$ cat src/rtl/iq_pkg.sv
package iq_pkg;
   typedef enum logic [1:0] {
      ST_FREE  = 2'd0,
      ST_WAIT  = 2'd1,
      ST_READY = 2'd2,
      ST_EXEC  = 2'd3
   } slot_state_e;
endpackage

$ cat src/rtl/iq_slot.sv
module iq_slot
   import iq_pkg::*;
#(
   parameter int unsigned IDXW = 6,
   parameter int unsigned RESW = 2
) (
   input  logic            clk,
   input  logic            rst_n,
   input  logic            alloc,
   input  logic [IDXW-1:0] alloc_idx,
   input  logic            alloc_opnd_rdy,
   input  logic [RESW-1:0] alloc_res,
   input  logic            wake_valid,
   input  logic [IDXW-1:0] wake_idx,
   input  logic            grant,
   input  logic            wb_valid,
   input  logic [IDXW-1:0] wb_idx,
   output slot_state_e     st,
   output logic [IDXW-1:0] idx,
   output logic [RESW-1:0] res,
   output logic            wb_hit
);
   logic wake_hit;

   assign wake_hit = (st == ST_WAIT) && wake_valid && (wake_idx == idx);
   assign wb_hit   = (st == ST_EXEC) && wb_valid && (wb_idx == idx);

   always_ff @(posedge clk) begin
      if (!rst_n) begin
         st  <= ST_FREE;
         idx <= '0;
         res <= '0;
      end else begin
         unique case (st)
            ST_FREE: if (alloc) begin
               st  <= alloc_opnd_rdy ? ST_READY : ST_WAIT;
               idx <= alloc_idx;
               res <= alloc_res;
            end
            ST_WAIT:  if (wake_hit) st <= ST_READY;
            ST_READY: if (grant)    st <= ST_EXEC;
            ST_EXEC:  if (wb_hit)   st <= ST_FREE;
            default:  st <= ST_FREE;
         endcase
      end
   end

   // the picker may only grant a slot that is in the ready pool
   a_r6_grant_from_ready: assert property (@(posedge clk) disable iff (!rst_n)
      grant |-> st == ST_READY);
   // allocation only lands in a free slot
   a_r8_alloc_into_free: assert property (@(posedge clk) disable iff (!rst_n)
      alloc |-> st == ST_FREE);
   // a waiting entry stays waiting until its own wakeup
   a_r3_wait_holds: assert property (@(posedge clk) disable iff (!rst_n)
      (st == ST_WAIT && !(wake_valid && wake_idx == idx)) |=> st == ST_WAIT);
   // an executing entry stays until its own write-back
   a_r7_exec_holds: assert property (@(posedge clk) disable iff (!rst_n)
      (st == ST_EXEC && !(wb_valid && wb_idx == idx)) |=> st == ST_EXEC);
endmodule

$ cat src/rtl/iq_age_pick.sv
module iq_age_pick #(
   parameter int unsigned DEPTH = 8,
   parameter int unsigned IDXW  = 6
) (
   input  logic             clk,
   input  logic             rst_n,
   input  logic [DEPTH-1:0] elig,
   input  logic [IDXW-1:0]  idx_in [DEPTH],
   output logic             any,
   output logic [DEPTH-1:0] sel_vec,
   output logic [IDXW-1:0]  sel_idx
);
   function automatic logic is_older(input logic [IDXW-1:0] a, input logic [IDXW-1:0] b);
      logic [IDXW-1:0] d;
      d = a - b;
      return d[IDXW-1];
   endfunction

   always_comb begin
      any     = 1'b0;
      sel_vec = '0;
      sel_idx = '0;
      for (int i = 0; i < int'(DEPTH); i++) begin
         if (elig[i] && (!any || is_older(idx_in[i], sel_idx))) begin
            any        = 1'b1;
            sel_idx    = idx_in[i];
            sel_vec    = '0;
            sel_vec[i] = 1'b1;
         end
      end
   end

   // no eligible slot may be older than the chosen one
   for (genvar g = 0; g < DEPTH; g++) begin : g_age_chk
      a_r4_oldest_wins: assert property (@(posedge clk) disable iff (!rst_n)
         elig[g] |-> !is_older(idx_in[g], sel_idx));
   end
   // a grant exists exactly when some slot is eligible, and it is single
   a_r6_single_grant: assert property (@(posedge clk) disable iff (!rst_n)
      $onehot0(sel_vec) && (any == (|elig)));
endmodule

$ cat src/rtl/iq_free_find.sv
module iq_free_find #(
   parameter int unsigned DEPTH = 8
) (
   input  logic [DEPTH-1:0] free_vec,
   output logic             any,
   output logic [DEPTH-1:0] pick
);
   always_comb begin
      any  = 1'b0;
      pick = '0;
      for (int i = int'(DEPTH) - 1; i >= 0; i--) begin
         if (free_vec[i]) begin
            any     = 1'b1;
            pick    = '0;
            pick[i] = 1'b1;
         end
      end
   end
endmodule

$ cat src/rtl/iq_issue_queue.sv
module iq_issue_queue
   import iq_pkg::*;
#(
   parameter int unsigned DEPTH   = 8,
   parameter int unsigned IDXW    = 6,
   parameter int unsigned NRES    = 4,
   parameter bit          OCC_REG = 1'b1,
   localparam int unsigned RESW   = (NRES > 1) ? $clog2(NRES) : 1,
   localparam int unsigned CNTW   = $clog2(DEPTH + 1)
) (
   input  logic             clk,
   input  logic             rst_n,
   input  logic             disp_valid,
   input  logic [IDXW-1:0]  disp_idx,
   input  logic             disp_opnd_rdy,
   input  logic [RESW-1:0]  disp_res,
   output logic             disp_ready,
   output logic             disp_stall,
   input  logic             wake_valid,
   input  logic [IDXW-1:0]  wake_idx,
   input  logic [NRES-1:0]  res_avail,
   input  logic             wb_valid,
   input  logic [IDXW-1:0]  wb_idx,
   output logic             iss_valid,
   output logic [IDXW-1:0]  iss_idx,
   output logic [CNTW-1:0]  occupancy
);
   if (DEPTH < 2) begin : g_bad_depth
      $error("iq_issue_queue: DEPTH must be at least 2");
   end
   if (IDXW < $clog2(DEPTH) + 2) begin : g_bad_idxw
      $error("iq_issue_queue: IDXW too narrow for wrap-aware age compare");
   end
   if (NRES < 2) begin : g_bad_nres
      $error("iq_issue_queue: NRES must be at least 2");
   end

   slot_state_e      st   [DEPTH];
   logic [IDXW-1:0]  sidx [DEPTH];
   logic [RESW-1:0]  sres [DEPTH];
   logic [DEPTH-1:0] free_vec, alloc_vec, elig, grant, wb_hit;
   logic             free_any, accept;

   iq_free_find #(.DEPTH(DEPTH)) u_free (
      .free_vec (free_vec),
      .any      (free_any),
      .pick     (alloc_vec)
   );

   assign disp_ready = free_any;
   assign disp_stall = disp_valid && !free_any;
   assign accept     = disp_valid && free_any;

   for (genvar g = 0; g < DEPTH; g++) begin : g_slot
      iq_slot #(.IDXW(IDXW), .RESW(RESW)) u_slot (
         .clk            (clk),
         .rst_n          (rst_n),
         .alloc          (accept && alloc_vec[g]),
         .alloc_idx      (disp_idx),
         .alloc_opnd_rdy (disp_opnd_rdy),
         .alloc_res      (disp_res),
         .wake_valid     (wake_valid),
         .wake_idx       (wake_idx),
         .grant          (grant[g]),
         .wb_valid       (wb_valid),
         .wb_idx         (wb_idx),
         .st             (st[g]),
         .idx            (sidx[g]),
         .res            (sres[g]),
         .wb_hit         (wb_hit[g])
      );
      assign free_vec[g] = (st[g] == ST_FREE);
      assign elig[g]     = (st[g] == ST_READY) && res_avail[sres[g]];
   end

   iq_age_pick #(.DEPTH(DEPTH), .IDXW(IDXW)) u_pick (
      .clk     (clk),
      .rst_n   (rst_n),
      .elig    (elig),
      .idx_in  (sidx),
      .any     (iss_valid),
      .sel_vec (grant),
      .sel_idx (iss_idx)
   );

   if (OCC_REG) begin : g_occ_reg
      logic [CNTW-1:0] cnt;
      always_ff @(posedge clk) begin
         if (!rst_n) cnt <= '0;
         else        cnt <= cnt + CNTW'(accept) - CNTW'(|wb_hit);
      end
      assign occupancy = cnt;
   end else begin : g_occ_pop
      always_comb begin
         occupancy = '0;
         for (int i = 0; i < int'(DEPTH); i++)
            occupancy = occupancy + CNTW'(!free_vec[i]);
      end
   end

   // occupancy never exceeds the number of slots
   a_r8_occ_bound: assert property (@(posedge clk) disable iff (!rst_n)
      occupancy <= CNTW'(DEPTH));
   // a refused dispatch never raises the occupancy
   a_r8_stall_no_growth: assert property (@(posedge clk) disable iff (!rst_n)
      disp_stall |=> occupancy <= $past(occupancy));
   // nothing issues from an empty queue
   a_r1_empty_quiet: assert property (@(posedge clk) disable iff (!rst_n)
      (occupancy == '0) |-> !iss_valid);
   // a dispatch with no write-back in the same cycle grows occupancy by one
   a_r2_accept_grows: assert property (@(posedge clk) disable iff (!rst_n)
      (disp_valid && disp_ready && !wb_valid) |=> occupancy == $past(occupancy) + 1'b1);
endmodule

$ cat config.mk
export PLATFORM = sky130hd
export DESIGN_NAME = iq_issue_queue
export DESIGN_NICKNAME = d
export VERILOG_FILES = /design/src/rtl/iq_pkg.sv /design/src/rtl/iq_slot.sv /design/src/rtl/iq_age_pick.sv /design/src/rtl/iq_free_find.sv /design/src/rtl/iq_issue_queue.sv
export SDC_FILE = /design/constraint.sdc
export NUM_CORES = 1
export LEC_CHECK = 0
export ABC_AREA = 1
export CAP_MARGIN = 20
export CORE_MARGIN = 5
export CORE_UTILIZATION = 50
export DETAILED_ROUTE_END_ITERATION = 16
export PLACE_DENSITY = 0.65
export SLEW_MARGIN = 20
export SYNTH_ARGS = -nofsm -noshare
export SYNTH_HDL_FRONTEND = slang
export SYNTH_SLANG_ARGS = --single-unit
export TNS_END_PERCENT = 1
$ cat constraint.sdc
create_clock -name clk -period 29 [get_ports clk]
set_clock_uncertainty 0.15 [all_clocks]
set_input_delay 8.7 -clock clk [delete_from_list [all_inputs] [get_ports clk]]
set_output_delay 8.7 -clock clk [all_outputs]
set_load 0.05 [all_outputs]
==> results of run 1 <==
==> flip-flops by register name, indices dropped and copies added, names as in the netlist <==
| signal | cells |
|---|---|
| g_slot.u_slot.res | 16 |
| g_slot.u_slot.st | 16 |
| occupancy | 4 |
| g_slot.u_slot.idx | 48 |
==> kinds of logic after synthesis <==
group	synth area share
xor+xnor	0.0355
buf+inv	0.0997
flops	0.244
simple gates	0.240
fa+ha+maj	0.119
compound gates	0.261
mux	0.00145
==> cell usage in the layout, fill, tap and decap left out, types with 6 or more instances in the layout <==
| cell | instances |
|---|---|
| buf_12 | 6 |
| nand3_1 | 70 |
| o2111ai_1 | 8 |
| o22ai_1 | 28 |
| o21ai_1 | 13 |
| a211oi_1 | 13 |
| xor2_1 | 13 |
| nand3_2 | 6 |
| a221oi_1 | 14 |
| buf_4 | 16 |
| o21ai_0 | 103 |
| ha_1 | 64 |
| nor2_1 | 64 |
| clkdlybuf4s50_1 | 35 |
| xnor2_1 | 15 |
| nand2_4 | 7 |
| dfxtp_1 | 84 |
| or2_2 | 7 |
| clkbuf_16 | 9 |
| inv_1 | 136 |
| nand4_1 | 15 |
| nand2_1 | 205 |
| a21oi_1 | 111 |
==> power breakdown <==
part | internal (mW) | switching, mW
Clock | 0.0602 | 0.0500
Combinational | 0.187 | 0.299
Sequential | 0.136 | 0.0246
Total | 0.384 | 0.373
==> per-stage QoR <==
step	utilization	total power [mW]
2_1_floorplan	-	0.474
3_3_place_gp	0.550	0.617
3_5_place_dp	0.550	0.617
4_1_cts	0.570	0.730
5_1_grt	0.580	0.815
6_report	0.580	0.757
==> routing by layer <==
metal	vias to the layer above	global-route usage	part of all wire
met2	314	0.430	0.43
met4	0	0.0965	0.031
met1	3414	0.411	0.45
li1	3687	-	-
met3	61	0.0477	0.085
met5	-	0	0
==> worst paths after layout <==
kind | end | cells after the start
setup / recovery | iss_idx[1] | 73
hold / removal | g_slot[7].u_slot.res[1] | 2
setup reg to reg | g_slot[7].u_slot.st[1] | 74
hold reg to reg | g_slot[7].u_slot.res[1] | 2
==> synth_stat cells (2+ instances only) <==
library cell / n / share of area
nand2_1: 206 / 0.11
inv_1: 136 / 0.074
a21oi_1: 115 / 0.083
o21ai_0: 115 / 0.083
dfxtp_1: 84 / 0.24
nand3_1: 71 / 0.051
ha_1: 64 / 0.12
nor2_1: 64 / 0.035
clkbuf_1: 35 / 0.019
o22ai_1: 28 / 0.025
a211oi_1: 18 / 0.020
nand4_1: 15 / 0.014
xnor2_1: 15 / 0.019
a221oi_1: 14 / 0.018
xor2_1: 13 / 0.016
o2111ai_1: 8 / 0.010
nand2_2: 7 / 0.0063
or2_2: 7 / 0.0063
nand3_2: 5 / 0.0072
nor3_1: 5 / 0.0036
o41ai_1: 5 / 0.0063
clkinv_1: 3 / 0.0016
inv_2: 3 / 0.0016
nor4_1: 3 / 0.0027
o221ai_1: 3 / 0.0038
a2111oi_0: 2 / 0.0025
o21ai_1: 2 / 0.0014
==> worst min-delay path: stages, from the launching register on <==
cell	delay (ps)
dfxtp_1	310
inv_1	70
a21oi_1	50
==> layout make-up <==
cell class                 count  area, sq um  area share
tap                          180          225      0.0283
clock buffer                  12          246      0.0310
multi-input combinational    796         4650       0.584
sequential                    84         1680       0.211
inverter                     142          533      0.0670
clock inverter                 4         25.0     0.00315
timing repair buffer          58          596      0.0749
==> timing repair <==
item                                    4_1_cts  5_1_grt
cloned                                        0        1
gates resized for setup                       4       30
buffers inserted                              0        3
endpoints found under the setup margin        6        6
pin swaps                                     0        1
==> impl_metrics.yaml, run 1 <==
synthesis:
  netlist_area_sq_um: 6900
  syn_avg_cell_area_sq_um: 6.52
  syn_nets: 1154
  syn_inst: 1059
  synth_seq_cells: 84
  synth_cell_types: 40
  synth-main-ff-cell: "dfxtp_1"
  yosysSeqAreaShare: 0.244
  async_flop_share: 0
  ys_warn_count: 0
  synth_edf_count: 0
power_and_ir_drop:
  ir_drop_mv: 0.0498
  p_leak_nw: 3.50
  power.density_nw_per_um2: 95.1
worst_setup_path:
  critical_path_class: "in -> out"
  cp.required_ps: 20150
  crit_slowest_cell: "clkdlybuf4s50_1"
  r2r_start: "g_slot[0].u_slot.st[0]"
  start_kind: "primary input"
  crit_fanout: 14
  r2r_slack_ps: 17810
  cp.arrival_ps: 19430
  crit_path_end_kind: "output pin"
  crit_start: "res_avail[0]"
  cpPeakStageDelay_ps: 570
  crit_buf_inv: 4
  cpLargestDelayFamily: "simple AND/OR/NAND/NOR gates"
  cpMostUsedCell: "nand2_1"
die:
  die_w_um: 128
  row_count: 43
  dieArea_sq_um: 16300
  io_pins: 43
  start_util: 0.503
  chipHeight_um: 128
  core_area_sq_um: 13700
clocking:
  cts_hold_buf: 0
  cts.sinks: 84
  htree_levels: 3
  tritoncts: "done"
  insertion_delay_ps: 350
  cts_max_path_buffers: 2
  cts_buffers: 9
  path_clk_slew_ps: 60
  clk_root_buffer_cell: "clkbuf_16"
global_route:
  grt_max_degree: 75
  grt_pass1_wl_um: 36300
  grt_use_total: 0.285
  antenna_found_initial: 0
  overflow: 0
  grt_pass1_vias: 6574
flow_run:
  cap_violations: 0
timing:
  slew_violations: 0
  tns_ps: 0
  fmax_ghz: 0.0354
  post-route-min-period_ps: 28280
  slew_headroom: 0.232
  setup_ws_ps: 723
  setup_viol_count_final: 0
  worst_pin_slew_ps: 1140
  period_share: 0.975
  hold_violations: 0
  whs_ps: 324
min_path:
  worstHoldStart: "g_slot[7].u_slot.res[1]"
  holdCritPathClass: "reg -> reg"
status:
  outcome: "finished, final reports clean"
routing:
  drc: 0
  ant_nets: 0
  routed_wirelength_um: 23600
  dr.pass1.iters: 5
  drtIter0Drc: 706
  vias_per_cell: 5.86
  wl_per_cell_um: 18.5
  vias: 7476
cells_and_area:
  synthToLayoutAreaGrowth_pct: 15.2
  fin_nets: 1186
  layout-drive-gt1-share: 0.0666
  final_area_sq_um: 7960
  final_cells: 1276
  antenna_cells: 0
  final.fill_count: 1406
placement:
  numPortBuffers: 42
  post_dp_cell_area_sq_um: 7550
  place_inst: 1256
  dpl.hpwl_um: 17400
  dpl_worst_slack_ps: -157
  place_congestion: 0.939
Power figures use the tool's default switching activity.
==> run 2: changes to the inputs <==
- DONT_BUFFER_PORTS: default -> 1
- PLACE_DENSITY: 0.65 -> 0.61
==> run 2 against run 1 <==
Compared with the run above: critical path depth grew 2; sequential power grew 2%; largest power group unchanged; sequential cell count is the same; worst hold slack lost 3.5 ps; sequential share of layout area grew 1.6 points; largest cell class unchanged; design area shrank 6.9%; clock-buffer cell count shrank 1; combinational power shrank 16%; highest routed layer unchanged; maximum frequency grew 2.0%; power shrank 7.9%.
==> impl_metrics.yaml, run 2 (synthesis results as in run 1) <==
cells_and_area:
  fin_nets: 1134
  final_area_sq_um: 7400
  final_cells: 1224
  most-common-layout-cells: "205 x nand2_1, 136 x inv_1, 115 x a21oi_1, 102 x o21ai_0, 84 x dfxtp_1"
  seq_area_sq_um: 1680
  largest_reg_flops: 48
  antenna_cells: 0
  largest_register: "g_slot.u_slot.idx"
  top_regs: "g_slot.u_slot.idx (48), g_slot.u_slot.res (16), g_slot.u_slot.st (16)"
  synthToLayoutAreaGrowth_pct: 7.25
  final.fill_count: 1440
  final_common_cell: "nand2_1"
  layout-drive-gt1-share: 0.0498
  multi_input_area_sq_um: 4600
placement:
  place_inst: 1208
  numPortBuffers: 0
  place_congestion: 0.918
  post_dp_cell_area_sq_um: 7030
  dpl.hpwl_um: 17500
die:
  chipHeight_um: 128
  die_w_um: 128
  dieArea_sq_um: 16300
  core_area_sq_um: 13700
  io_pins: 43
  start_util: 0.503
  row_count: 43
routing:
  wl_per_cell_um: 19.2
  ant_nets: 0
  vias: 7181
  vias_per_cell: 5.87
  drtIter0Drc: 528
  dr.pass1.iters: 6
  routed_wirelength_um: 23500
  drc: 0
timing:
  worst_pin_slew_ps: 1190
  hold_violations: 0
  slew_headroom: 0.203
  setup_viol_count_final: 0
  slew_violations: 0
  period_share: 0.956
  tns_ps: 0
  fmax_ghz: 0.0361
  post-route-min-period_ps: 27720
clocking:
  cts_hold_buf: 0
  cts_setup_buffers: 0
  cts.sinks: 84
  cts_buffers: 9
  clk_root_buffer_cell: "clkbuf_16"
  tritoncts: "done"
  path_clk_slew_ps: 70
  htree_levels: 3
  insertion_delay_ps: 360
  cts_max_path_buffers: 2
worst_setup_path:
  crit_slowest_cell: "ha_1"
  crit_buf_inv: 2
  cpLargestDelayFamily: "simple AND/OR/NAND/NOR gates"
  cpMostUsedCell: "nand2_1"
  critical_path_class: "in -> out"
  crit_path_end_kind: "output pin"
  cp.arrival_ps: 18870
  crit_fanout: 14
  cpPeakStageDelay_ps: 330
  start_kind: "primary input"
  cp.required_ps: 20150
power_and_ir_drop:
  p_leak_nw: 3.28
  ir_drop_mv: 0.0435
  power.density_nw_per_um2: 94.1
  p_total_mw: 0.697
global_route:
  overflow: 0
  grt_pass1_wl_um: 36900
  grt_pass1_vias: 6564
  antenna_found_initial: 0
  grt_use_total: 0.292
  grt_max_degree: 75
status:
  outcome: "finished, final reports clean"
flow_run:
  cap_violations: 0
min_path:
  holdCritPathClass: "reg -> reg"
-- run 2: path summary, 6_finish.rpt --
| path | from | end | slack [ps] | cells after the start |
|---|---|---|---|---|
| worst max-delay path | res_avail[2] | iss_idx[4] | 1280 | 75 |
| worst min-delay path | g_slot[3].u_slot.res[1] | g_slot[3].u_slot.res[1] | 320 | 2 |
| worst max register to register | g_slot[0].u_slot.st[0] | g_slot[7].u_slot.st[0] | 17830 | 76 |
| worst min register to register | g_slot[3].u_slot.res[1] | g_slot[3].u_slot.res[1] | 320 | 2 |
-- run 2: repair_timing --
item,CTS,global route
resized for setup,0,26
endpoints found under the hold margin,0,0
endpoints found under the setup margin,0,6
-- run 2: cell type report --
cell class | instances | share of cell area
multi-input combinational | 795 | 0.621
timing repair buffer | 7 | 0.00710
sequential | 84 | 0.227
tap | 180 | 0.0304
clock buffer | 11 | 0.0341
clock inverter | 5 | 0.00811
inverter | 142 | 0.0720
-- run 2: per-layer routing --
layer,vias to the layer above,track usage,share of wire
met4,0,0.105,0.031
met2,281,0.439,0.42
met3,59,0.0669,0.10
met1,3252,0.408,0.45
li1,3589,-,-
met5,-,0,0
-- run 2: stage by stage --
step                 util  setup slack (ps)  hold slack, ps
floorplan               -               529             294
global placement    0.512               433             311
detailed placement  0.512               257             311
CTS                 0.535               188             321
global route        0.540             -33.2             355
finish              0.540              1280             321
-- run 2: power by group --
group	total, mW	internal, mW	switching, mW
clock network	0.125	0.0717	0.0529
logic	0.408	0.141	0.266
registers	0.164	0.136	0.0286
total	0.697	0.349	0.348
-- run 2: worst register-to-register path, delay by kind of cell, from the launching register on --
family	cells	cell delay, ps
simple gates	43	4150
compound gates	22	3630
buf+inv	3	420
fa+ha+maj	8	2360
flops	1	340
==> run 3: changes to the inputs <==
- DONT_BUFFER_PORTS: 1 -> default
- PLACE_DENSITY: 0.61 -> 0.65
==> results of run 3 <==
Final layout, timing and power as in run 1 (identical DEF).
